[src/rtl/pcap_pkg.sv]
package pcap_pkg;

  typedef enum logic [1:0] {
    EDGE_OFF  = 2'b00,
    EDGE_RISE = 2'b01,
    EDGE_FALL = 2'b10,
    EDGE_ANY  = 2'b11
  } edge_sel_e;

  function automatic logic edge_hit(input edge_sel_e sel, input logic rise, input logic fall);
    logic hit;
    case (sel)
      EDGE_RISE: hit = rise;
      EDGE_FALL: hit = fall;
      EDGE_ANY:  hit = rise | fall;
      default:   hit = 1'b0;
    endcase
    return hit;
  endfunction

endpackage

[src/rtl/pcap_sync.sv]
module pcap_sync #(
  parameter int STAGES = 2
) (
  input  logic clk,
  input  logic rst_n,
  input  logic d,
  output logic q
);
  logic [STAGES-1:0] chain_q;

  always_ff @(posedge clk or negedge rst_n) begin
    if (!rst_n) chain_q <= '0;
    else        chain_q <= {chain_q[STAGES-2:0], d};
  end

  assign q = chain_q[STAGES-1];
endmodule

[src/rtl/pcap_glitch_filter.sv]
module pcap_glitch_filter #(
  parameter bit HAS_FILTER = 1'b1,
  parameter int FILT_W     = 4
) (
  input  logic              clk,
  input  logic              rst_n,
  input  logic [FILT_W-1:0] len,
  input  logic              d,
  output logic              q
);
  logic lvl_q, lvl_d;

  generate
    if (HAS_FILTER) begin : g_filt
      logic [FILT_W-1:0] run_q, run_d;

      always_comb begin
        run_d = '0;
        lvl_d = lvl_q;
        if (len == '0) begin
          lvl_d = d;
        end else if (d != lvl_q) begin
          if (run_q == len - 1'b1) lvl_d = d;
          else                     run_d = run_q + 1'b1;
        end
      end

      always_ff @(posedge clk or negedge rst_n) begin
        if (!rst_n) run_q <= '0;
        else        run_q <= run_d;
      end
    end else begin : g_bypass
      logic unused_len;
      assign unused_len = ^len;
      always_comb lvl_d = d;
    end
  endgenerate

  always_ff @(posedge clk or negedge rst_n) begin
    if (!rst_n) lvl_q <= 1'b0;
    else        lvl_q <= lvl_d;
  end

  assign q = lvl_q;
endmodule

[src/rtl/pcap_edge_detect.sv]
module pcap_edge_detect (
  input  logic clk,
  input  logic rst_n,
  input  logic lvl,
  output logic rise,
  output logic fall
);
  logic prev_q;

  always_ff @(posedge clk or negedge rst_n) begin
    if (!rst_n) prev_q <= 1'b0;
    else        prev_q <= lvl;
  end

  assign rise = lvl & ~prev_q;
  assign fall = ~lvl & prev_q;
endmodule

[src/rtl/pulse_pair_capture.sv]
module pulse_pair_capture
  import pcap_pkg::*;
#(
  parameter int CNT_W      = 16,
  parameter int FILT_W     = 4,
  parameter int SYNC_STAGES = 2,
  parameter bit HAS_FILTER = 1'b1
) (
  input  logic              clk,
  input  logic              rst_n,
  input  logic              mode_en,
  input  logic              arm_set,
  input  logic              continuous,
  input  logic [FILT_W-1:0] filt_len,
  input  logic [1:0]        sel_a,
  input  logic [1:0]        sel_b,
  input  logic              ie_a,
  input  logic              ie_b,
  input  logic              clr_a,
  input  logic              clr_b,
  input  logic              sig_in,
  input  logic [CNT_W-1:0]  count,
  output logic [CNT_W-1:0]  cap_a,
  output logic [CNT_W-1:0]  cap_b,
  output logic              flag_a,
  output logic              flag_b,
  output logic              irq_a,
  output logic              irq_b,
  output logic              armed
);
  logic sync_lvl, filt_lvl, rise, fall;

  pcap_sync #(.STAGES(SYNC_STAGES)) u_sync (
    .clk(clk), .rst_n(rst_n), .d(sig_in), .q(sync_lvl)
  );

  pcap_glitch_filter #(.HAS_FILTER(HAS_FILTER), .FILT_W(FILT_W)) u_filt (
    .clk(clk), .rst_n(rst_n), .len(filt_len), .d(sync_lvl), .q(filt_lvl)
  );

  pcap_edge_detect u_edge (
    .clk(clk), .rst_n(rst_n), .lvl(filt_lvl), .rise(rise), .fall(fall)
  );

  // measurement state
  logic             armed_q, armed_d;
  logic             pend_q, pend_d;
  logic [CNT_W-1:0] cap_a_q, cap_a_d, cap_b_q, cap_b_d;
  logic             flag_a_q, flag_a_d, flag_b_q, flag_b_d;
  logic             run, a_take, b_take;

  assign run    = mode_en & armed_q;
  assign a_take = run & ~pend_q & edge_hit(edge_sel_e'(sel_a), rise, fall);
  assign b_take = run &  pend_q & edge_hit(edge_sel_e'(sel_b), rise, fall);

  always_comb begin
    armed_d  = armed_q;
    pend_d   = pend_q;
    cap_a_d  = cap_a_q;
    cap_b_d  = cap_b_q;
    flag_a_d = flag_a_q & ~clr_a;
    flag_b_d = flag_b_q & ~clr_b;

    if (!mode_en) begin
      armed_d = 1'b0;
      pend_d  = 1'b0;
    end else begin
      if (b_take && !continuous) armed_d = 1'b0;
      else if (arm_set)          armed_d = 1'b1;
      if (a_take)      pend_d = 1'b1;
      else if (b_take) pend_d = 1'b0;
    end

    if (a_take) begin
      cap_a_d  = count;
      flag_a_d = 1'b1;
    end
    if (b_take) begin
      cap_b_d  = count;
      flag_b_d = 1'b1;
    end
  end

  always_ff @(posedge clk or negedge rst_n) begin
    if (!rst_n) begin
      armed_q  <= 1'b0;
      pend_q   <= 1'b0;
      cap_a_q  <= '0;
      cap_b_q  <= '0;
      flag_a_q <= 1'b0;
      flag_b_q <= 1'b0;
    end else begin
      armed_q  <= armed_d;
      pend_q   <= pend_d;
      cap_a_q  <= cap_a_d;
      cap_b_q  <= cap_b_d;
      flag_a_q <= flag_a_d;
      flag_b_q <= flag_b_d;
    end
  end

  assign cap_a  = cap_a_q;
  assign cap_b  = cap_b_q;
  assign flag_a = flag_a_q;
  assign flag_b = flag_b_q;
  assign irq_a  = flag_a_q & ie_a;
  assign irq_b  = flag_b_q & ie_b;
  assign armed  = armed_q;


  idle_hold_chk: assert property (@(posedge clk) disable iff (!rst_n)
    !$past(armed_q) |-> ($stable(cap_a_q) && $stable(cap_b_q)));


  second_after_first_chk: assert property (@(posedge clk) disable iff (!rst_n)
    $rose(flag_b_q) |-> $past(pend_q));


  oneshot_disarm_chk: assert property (@(posedge clk) disable iff (!rst_n)
    ($rose(flag_b_q) && !$past(continuous)) |-> !armed_q);


  set_beats_clear_chk: assert property (@(posedge clk) disable iff (!rst_n)
    $past(a_take) |-> flag_a_q);


  first_pending_chk: assert property (@(posedge clk) disable iff (!rst_n)
    $rose(flag_a_q) |-> pend_q);

endmodule

[config.mk]
export PLATFORM = sky130hd
export DESIGN_NAME = pulse_pair_capture
export DESIGN_NICKNAME = d
export VERILOG_FILES = /design/src/rtl/pcap_pkg.sv /design/src/rtl/pcap_sync.sv /design/src/rtl/pcap_glitch_filter.sv /design/src/rtl/pcap_edge_detect.sv /design/src/rtl/pulse_pair_capture.sv
export SDC_FILE = /design/constraint.sdc
export NUM_CORES = 1
export LEC_CHECK = 0
export BUFFER_PORTS_ARGS = -buffer_cell sky130_fd_sc_hd__buf_2
export CAP_MARGIN = 25
export CELL_PAD_IN_SITES_DETAIL_PLACEMENT = 0
export CELL_PAD_IN_SITES_GLOBAL_PLACEMENT = 1
export CORE_MARGIN = 5
export CORE_UTILIZATION = 37
export DETAILED_ROUTE_END_ITERATION = 10
export HOLD_SLACK_MARGIN = 0.02
export PLACE_DENSITY = 0.77
export SYNTH_ARGS = -nofsm -noshare
export SYNTH_HDL_FRONTEND = slang
export SYNTH_HIERARCHICAL = 1
export SYNTH_SLANG_ARGS = --single-unit
[constraint.sdc]
create_clock -name clk -period 2.3 [get_ports clk]
set_input_delay 0.345 -clock clk [delete_from_list [all_inputs] [get_ports clk]]
set_output_delay 0.345 -clock clk [all_outputs]
set_load 0.02 [all_outputs]
### After elaboration in Yosys (flattened, before gate mapping)

Cells that the tools add are included.

* add/subtract/negate cells: 2
* multipliers: 0
* div/mod/pow operators: 0
* $lt $le $gt $ge: 0
* equal/unequal tests: 10
* shift operators: 0
* multiplexer cells: 16
* bitwise operators: 17
* reductions and logical operators: 6

Operator list (count)
* $mux W4: 3
* $and A1 B1 Y1: 11
* $mux W1: 11
* $eq A2 B2 Y1 const B: 4
* $ne A3 B1 Y1 const B: 2
* $pmux W1 S3: 2
* $not A1 Y1: 5
* $add A4 B1 Y4 const B: 1
* $eq A2 B1 Y1 const B: 2
* $eq A4 B4 Y1: 1
* $logic_not A4 Y1: 1
* $reduce_bool A2 Y1: 2
* $sub A4 B1 Y4 const B: 1
* $reduce_and A2 Y1: 1
* $logic_and A1 B1 Y1: 1
* $logic_not A1 Y1: 1
* $ne A1 B1 Y1: 1
* $or A1 B1 Y1: 1

* register bits after elaboration: 44
* latch bits: 0
* bits in writable memories: 0
* bits in read-only memories: 0
* input bits: 34
* output and inout bits: 37
* word-level logic and storage cells: 61
* memories: 0

### Logic depth before layout (Yosys ltp)

Gate-level depths: netlist (run 1).

* word-level depth: 8
* depth in mapped cells: 6
* mapped depth without buffers: 6

### By module

Netlist (run 1), hierarchy kept.

By module, submodules not included
* pulse_pair_capture: times used 1, cells each 87, area each 1392.6 µm², seq. area each 900.9 µm²
* pcap_glitch_filter: times used 1, cells each 32, area each 312.8 µm², seq. area each 125.1 µm²
* pcap_sync: times used 1, cells each 2, area each 50.0 µm², seq. area each 50.0 µm²
* pcap_edge_detect: times used 1, cells each 3, area each 40.0 µm², seq. area each 25.0 µm²

### Worst setup path before layout (run 1)

Ideal clock, no wire load.

* kind: reg2reg
* start point: register u_filt.lvl_q (netlist: u_filt/q)
* end point: register cap_a_q[10] (netlist: cap_a[10])
* setup time: 0.125 ns
* arrival: 1.560 ns
* slack: 0.615 ns
* cell stages (with the launch flop): 6
* buffers on the path: 1
* clock period less this slack: 1.685 ns
* path through: dfrtp_1 and2b_2 a22oi_1 nor3_4 buf_6 mux2_2

* word-level cells in the longest chain between the ends: 5
* elaborated cells between the ends (all ways): 6
* those cells by class: 1 x mux; 5 x bitwise

RTL lines
* from (decl): line pcap_glitch_filter.sv:11 `logic lvl_q, lvl_d;`
* from (signal assigned): line pcap_glitch_filter.sv:41 `else lvl_q <= lvl_d;`
* $not A1 Y1 *: line pcap_edge_detect.sv:16 `assign fall = ~lvl & prev_q;`
* $and A1 B1 Y1 *: line pcap_edge_detect.sv:16
* net fall: line pulse_pair_capture.sv:31 `logic sync_lvl, filt_lvl, rise, fall;`
* $or A1 B1 Y1: line pcap_pkg.sv:15 `EDGE_ANY: hit = rise | fall;`
* $pmux W1 S3 *: line pcap_pkg.sv:12 `case (sel)`
* $and A1 B1 Y1 *: line pulse_pair_capture.sv:53 `assign a_take = run & ~pend_q & edge_hit(edge_sel_e'(sel_a), rise, fall);`
* to (signal assigned): line pulse_pair_capture.sv:95 `cap_a_q <= cap_a_d;`
* to (decl): line pulse_pair_capture.sv:48 `logic [CNT_W-1:0] cap_a_q, cap_a_d, cap_b_q, cap_b_d;`

Mark *: on every way through the listed nets, which the timed path passes. The rest lies on a longest branch.
A chain may end at the register's enable or synchronous reset.

### Worst setup path in the final report (run 1)

* start point: register u_filt.lvl_q (netlist: u_filt/q)
* end point: register cap_b_q[8] (netlist: cap_b[8])

* word-level cells in the longest chain between the ends: 5
* elaborated cells between the ends (all ways): 6
* those cells by class: 1 x mux; 5 x bitwise

RTL lines
* $not A1 Y1 *: line pcap_edge_detect.sv:16
* $and A1 B1 Y1 *: line pcap_edge_detect.sv:16
* net fall: line pulse_pair_capture.sv:31
* $or A1 B1 Y1: line pcap_pkg.sv:15
* $pmux W1 S3 *: line pcap_pkg.sv:12
* $and A1 B1 Y1 *: line pulse_pair_capture.sv:54 `assign b_take = run & pend_q & edge_hit(edge_sel_e'(sel_b), rise, fall);`
* to (signal assigned): line pulse_pair_capture.sv:96 `cap_b_q <= cap_b_d;`
* to (decl): line pulse_pair_capture.sv:48

Marks and branches as above.

==> impl_metrics.csv, run 1 <==
group,metric,value,unit
sta,final.period_utilization,83.79,%
global_route,grt_max_degree,24,
sta,setup_viol,0,
sta,finalHoldViolCount,0,
setup_path,cp.arrival,2.10,ns
yosys,synth.yosys.seq_area_share,61.32,%
setup_path,regToRegStartpoint,"u_filt/q",
cells_and_area,layout_common_cells,"buf_2, dfrtp_1, mux2_2",
global_route,grt_pass1_wl,5844,um
die,core,4723,um^2
detailed_routing,drtIter0Drc,22,
setup_path,rrSetupSlack,0.37,ns
setup_path,reg2reg_depth,4,
detailed_routing,ant_nets,0,
placement,gp_congestion,0.7410,
yosys,avgSynthCellArea,14.48,um^2
clocking,numCtsBuffers,5,
cells_and_area,layout_commonest_cell,"buf_2",
clocking,holdBufCountCts,0,
sta,clock_skew,0.004469,ns
yosys,synth_seq_cells,44,
cells_and_area,syn2layout_area_growth,30.87,%
clocking,clk_path_buf_depth,2,
die,die_area,6346,um^2
setup_path,slowest_delay,0.65,ns
clocking,cts_setup_buffers,0,
clocking,post_cts_resized,0,
cells_and_area,fin_nets,238,
sta,fmax,0.5189,GHz
power,ir_worst_vdd,0.0005856,V
die,start_util,38.01,%
detailed_routing,viasPerCell,4.470,
placement,place_hpwl,2689,um
global_route,track_usage,11.95,%
status,status,"finished clean",
setup_path,cp_data_required_time,2.47,ns
setup_path,crit_type,"reg2reg",
sta,finalMaxSlewViolations,0,
power,leakagePower,1.230,nW
min_path,hp-class,"in2async",
detailed_routing,routedWlPerCell,12.99,um
setup_path,critPathTopFamily,"simple AND/OR/NAND/NOR gates",
placement,io_buffers,70,
die,rows,25,
sta,whs,0.03928,ns
global_route,antenna_found_initial,0,
setup_path,worst-path-buf-inv,0,
yosys,yosys_warnings,6,
setup_path,crit_fanout,16,
detailed_routing,drc,0,
cells_and_area,num_antenna_cells,0,
clocking,root_buffer,"clkbuf_8",
clocking,clock_latency,0.28,ns
setup_path,path_depth,4,
clocking,clkSlewWorstSetupHoldPaths,0.08,ns
sta,tightest_slew,0.8119,ns
die,die_w,79.66,um
yosys,synthArstFlopShare,100.0,%
detailed_routing,first_pass_iters,4,
setup_path,slowest_stage,"nor2_2",
yosys,synth_fp_nets,160,
job,maxCapViolations,0,
detailed_routing,via_count,1207,
clocking,cts_sinks,44,
die,ios,71,
setup_path,end_kind,"register",
setup_path,start_kind,"register",
power,powerDensity,1130,nW/um^2
yosys,synth_area,1795,um^2
clocking,cts_tree,"built",
sta,slew_headroom,45.81,%
sta,tns,0,ns
global_route,grt_pass1_vias,1243,
sta,period_needed,1.927,ns
clocking,htreeDepth,2,
setup_path,worstPathCellList,"and2b_2 -> a22oi_1 -> nor2_2 -> mux2_2",
die,chipHeight,79.66,um
yosys,ys.flop_type,"dfrtp_1",
yosys,syn_inst,124,
cells_and_area,drive_gt1_share,57.64,%
setup_path,r2r_end,"cap_b[8]",
cells_and_area,finish.utilization,49.75,%
yosys,synth_edf_count,0,
yosys,yosysUniqueCellTypes,26,
global_route,overflow,0,
detailed_routing,wl,3507,um
sta,grt_setup_unrepaired,"false",
[kinds of logic after synthesis]
group	Yosys count	share of synthesized area, %
mux	33	20.70
simple gates	20	6.412
compound gates	9	3.484
buf+inv	7	2.300
fa+ha+maj	2	1.394
flops	44	61.32
xor+xnor	9	4.390
[sequential cells by signal (all words and copies together) (netlist names)]
name / flops
cap_a: 16
cap_b: 16
u_filt/g_filt.run_q: 4
u_sync/chain_q: 2
armed: 1
flag_a: 1
flag_b: 1
pend_q: 1
u_edge/prev_q: 1
u_filt/q: 1
[power by group]
group          switching, W  internal, W
Sequential         0.000136      0.00102
Clock              0.000242     0.000322
Combinational      0.000522     0.000413
Total              0.000900      0.00176
[how the worst max path moves through the flow]
stage                         from   endpoint
after floorplan           u_filt/q  cap_a[10]
after global placement    u_filt/q  cap_b[11]
after detailed placement  u_filt/q   cap_b[8]
after CTS                 u_filt/q   cap_b[8]
after global routing      u_filt/q   cap_b[7]
final                     u_filt/q   cap_b[8]
[layout make-up]
type	instances	area, um^2
clock buffer	6	72.57
multi-input combinational	73	653.1
fill	433	2374
inverter	5	18.77
sequential	44	1101
tap	67	83.83
timing repair buffer	73	385.4
clock inverter	2	35.03
[layer usage]
metal | GRT usage [%] | vias up | part of all wire (%)
li1 | - | 582 | -
met2 | 19.78 | 36 | 50
met4 | 5.670 | 0 | 1.5
met5 | 0 | - | 0
met3 | 3.273 | 5 | 6.5
met1 | 14.32 | 584 | 42
[synthesized netlist by cell type (2+ instances only)]
| library cell | n | area, um^2 |
|---|---|---|
| inv_1 | 5 | 18.77 |
| nor2_1 | 6 | 22.52 |
| nand3_1 | 2 | 10.01 |
| xor2_1 | 3 | 26.28 |
| a22oi_1 | 2 | 15.01 |
| dfrtp_1 | 44 | 1101 |
| and2_1 | 2 | 12.51 |
| xnor2_1 | 6 | 52.55 |
| buf_6 | 2 | 22.52 |
| ha_1 | 2 | 25.02 |
| o31ai_1 | 2 | 15.01 |
| nand2_1 | 3 | 11.26 |
| mux2_2 | 32 | 360.4 |
[stage by stage]
| step | worst slack (ns) | instance area (um^2) | std cells | total power [W] |
|---|---|---|---|---|
| 5_1_grt | 0.2314 | 2350 | 270 | 0.002826 |
| 3_3_place_gp | 0.3362 | 2242 | 262 | 0.002109 |
| 4_1_cts | 0.2878 | 2350 | 270 | 0.002704 |
| 2_1_floorplan | 0.6154 | 1795 | 124 | 0.001770 |
| 6_report | 0.3728 | 2350 | 270 | 0.002656 |
| 3_5_place_dp | 0.3026 | 2242 | 262 | 0.002123 |
No activity file was read; power rests on OpenSTA's default activity.
==> inputs of run 2 (changes only) <==
- CORE_UTILIZATION: 37 -> 34
- PLACE_DENSITY: 0.77 -> 0.74
- clock period: 2.3 -> 1.77 ns (I/O delays scaled with it)
==> run 2 against run 1 <==
Net effect: first-iteration DRC count shrank 23%; cell area up 1.7%; critical path depth is 1 higher; wire length grew 2.6%; global-route usage shrank 0.24 points.
==> impl_metrics.csv, run 2 (synthesis results as in run 1) <==
group,metric,value,unit
status,status,"finished clean",
sta,slew_headroom,65.84,%
cells_and_area,drive_gt1_share,57.77,%
sta,whs,0.09918,ns
setup_path,start_kind,"register",
cells_and_area,instances_no_fill,276,
job,maxCapViolations,0,
cells_and_area,num_antenna_cells,0,
detailed_routing,drc,0,
clocking,numCtsBuffers,5,
clocking,root_buffer,"clkbuf_8",
setup_path,critPathTopFamily,"simple AND/OR/NAND/NOR gates",
die,ios,71,
sta,setup_viol,0,
sta,tns,0,ns
detailed_routing,drtIter0Drc,17,
clocking,htreeDepth,2,
setup_path,crit_type,"reg2reg",
global_route,antenna_found_initial,0,
clocking,cts_sinks,44,
clocking,cts_tree,"built",
sta,finalMaxSlewViolations,0,
cells_and_area,syn2layout_area_growth,33.10,%
sta,finalHoldViolCount,0,
global_route,overflow,0,
die,die_w,82.67,um
power,p_sw_share,34.85,%
cells_and_area,finish.utilization,46.79,%
detailed_routing,via_count,1231,
setup_path,setup.worst_path.end,"cap_a[10]",
setup_path,crit_fanout,18,
setup_path,cp.arrival,1.79,ns
setup_path,slowest_stage,"dfrtp_1",
power,p_sw,0.001178,W
die,chipHeight,82.67,um
detailed_routing,routedWlPerCell,13.04,um
global_route,track_usage,11.71,%
cells_and_area,multi_input_area,653.1,um^2
clocking,clkSlewWorstSetupHoldPaths,0.08,ns
clocking,clk_path_buf_depth,2,
power,seq_power_share,44.5,%
placement,gp_congestion,0.6672,
detailed_routing,viasPerCell,4.460,
detailed_routing,ant_nets,0,
setup_path,end_kind,"register",
setup_path,regToRegStartpoint,"u_filt/q",
cells_and_area,fin_nets,241,
global_route,grt_max_degree,24,
cells_and_area,nFillCells,493,
min_path,hp-start,"sig_in",
detailed_routing,wl,3598,um
power,ir_worst_vdd,0.0006178,V
sta,fmax,0.6210,GHz
setup_path,r2r_end,"cap_a[10]",
setup_path,crit_start,"u_filt/q",
power,intPower,0.002203,W
min_path,hp-class,"in2reg",
clocking,clock_latency,0.28,ns
setup_path,worstPathCellList,"and2b_2 -> a22oi_1 -> nor3_4 -> buf_12 -> mux2_2",
cells_and_area,register_area,1101,um^2
clocking,post_cts_resized,0,
placement,io_buffers,70,
cells_and_area,layout_commonest_cell,"buf_2",
setup_path,slowest_delay,0.42,ns
detailed_routing,first_pass_iters,4,
cells_and_area,layout_common_cells,"buf_2, dfrtp_1, mux2_2",
setup_path,path_depth,5,
die,rows,26,
die,start_util,35.15,%
global_route,grt_pass1_vias,1330,
power,combPwrFrac,36.8,%
global_route,grt_pass1_wl,5982,um
sta,grt_setup_unrepaired,"false",
die,die_area,6834,um^2
setup_path,reg2reg_depth,5,
setup_path,rrSetupSlack,0.16,ns
sta,final.period_utilization,90.98,%
sta,period_needed,1.610,ns
die,core,5107,um^2
sta,tightest_slew,0.5124,ns
setup_path,worst-path-buf-inv,1,
sta,clock_skew,0.004302,ns
power,powerDensity,1415,nW/um^2
setup_path,cp_data_required_time,1.95,ns
placement,dp.cells,267,
power,clkPwrFrac,18.7,%
power,leakagePower,1.239,nW
placement,place_hpwl,2743,um
-- run 2: layout make-up --
class	instances	share of cell area, %
clock buffer	7	3.613
timing repair buffer	76	18.22
multi-input combinational	73	27.33
tap	70	3.665
sequential	44	46.07
clock inverter	1	0.3141
inverter	5	0.7853
-- run 2: worst min-delay path by stage --
stage,endpoint,slack [ns],cells past startpoint
after floorplan,armed,-0.03,0
after global placement,cap_a[15],0.27,1
after detailed placement,cap_a[15],0.26,1
after CTS,u_sync/chain_q[0],0.09,1
after global routing,u_sync/chain_q[0],0.09,1
final,u_sync/chain_q[0],0.1,1
-- run 2: through the flow --
| stage | total power, W | setup slack, ns | area [um^2] |
|---|---|---|---|
| finish | 0.003382 | 0.1597 | 2390 |
| detailed placement | 0.002789 | 0.1070 | 2286 |
| global route | 0.003622 | 0.05155 | 2390 |
| CTS | 0.003443 | 0.1308 | 2390 |
| global placement | 0.002775 | 0.1206 | 2286 |
| floorplan | 0.002300 | 0.08535 | 1795 |
-- run 2: what timing repair did --
action                    in CTS  in global routing
hold endpoints to repair      21                  0
hold buffers                   1                  0
setup buffers                  0                  0
-- run 2: per-layer routing --
metal / wire, um / global-route usage, %
met1: 1457 / 13.81
met2: 1690 / 19.07
met3: 404 / 5.423
met4: 46 / 3.431
met5: 0 / 0
-- run 2: power by group through the flow --
stage	Clock (W)	Sequential [W]	Combinational (W)
after floorplan	0	0.00185	0.000446
after global placement	0	0.00152	0.00125
after detailed placement	0	0.00153	0.00126
after CTS	0.000668	0.00151	0.00127
after global routing	0.000710	0.00156	0.00136
final	0.000634	0.00150	0.00124
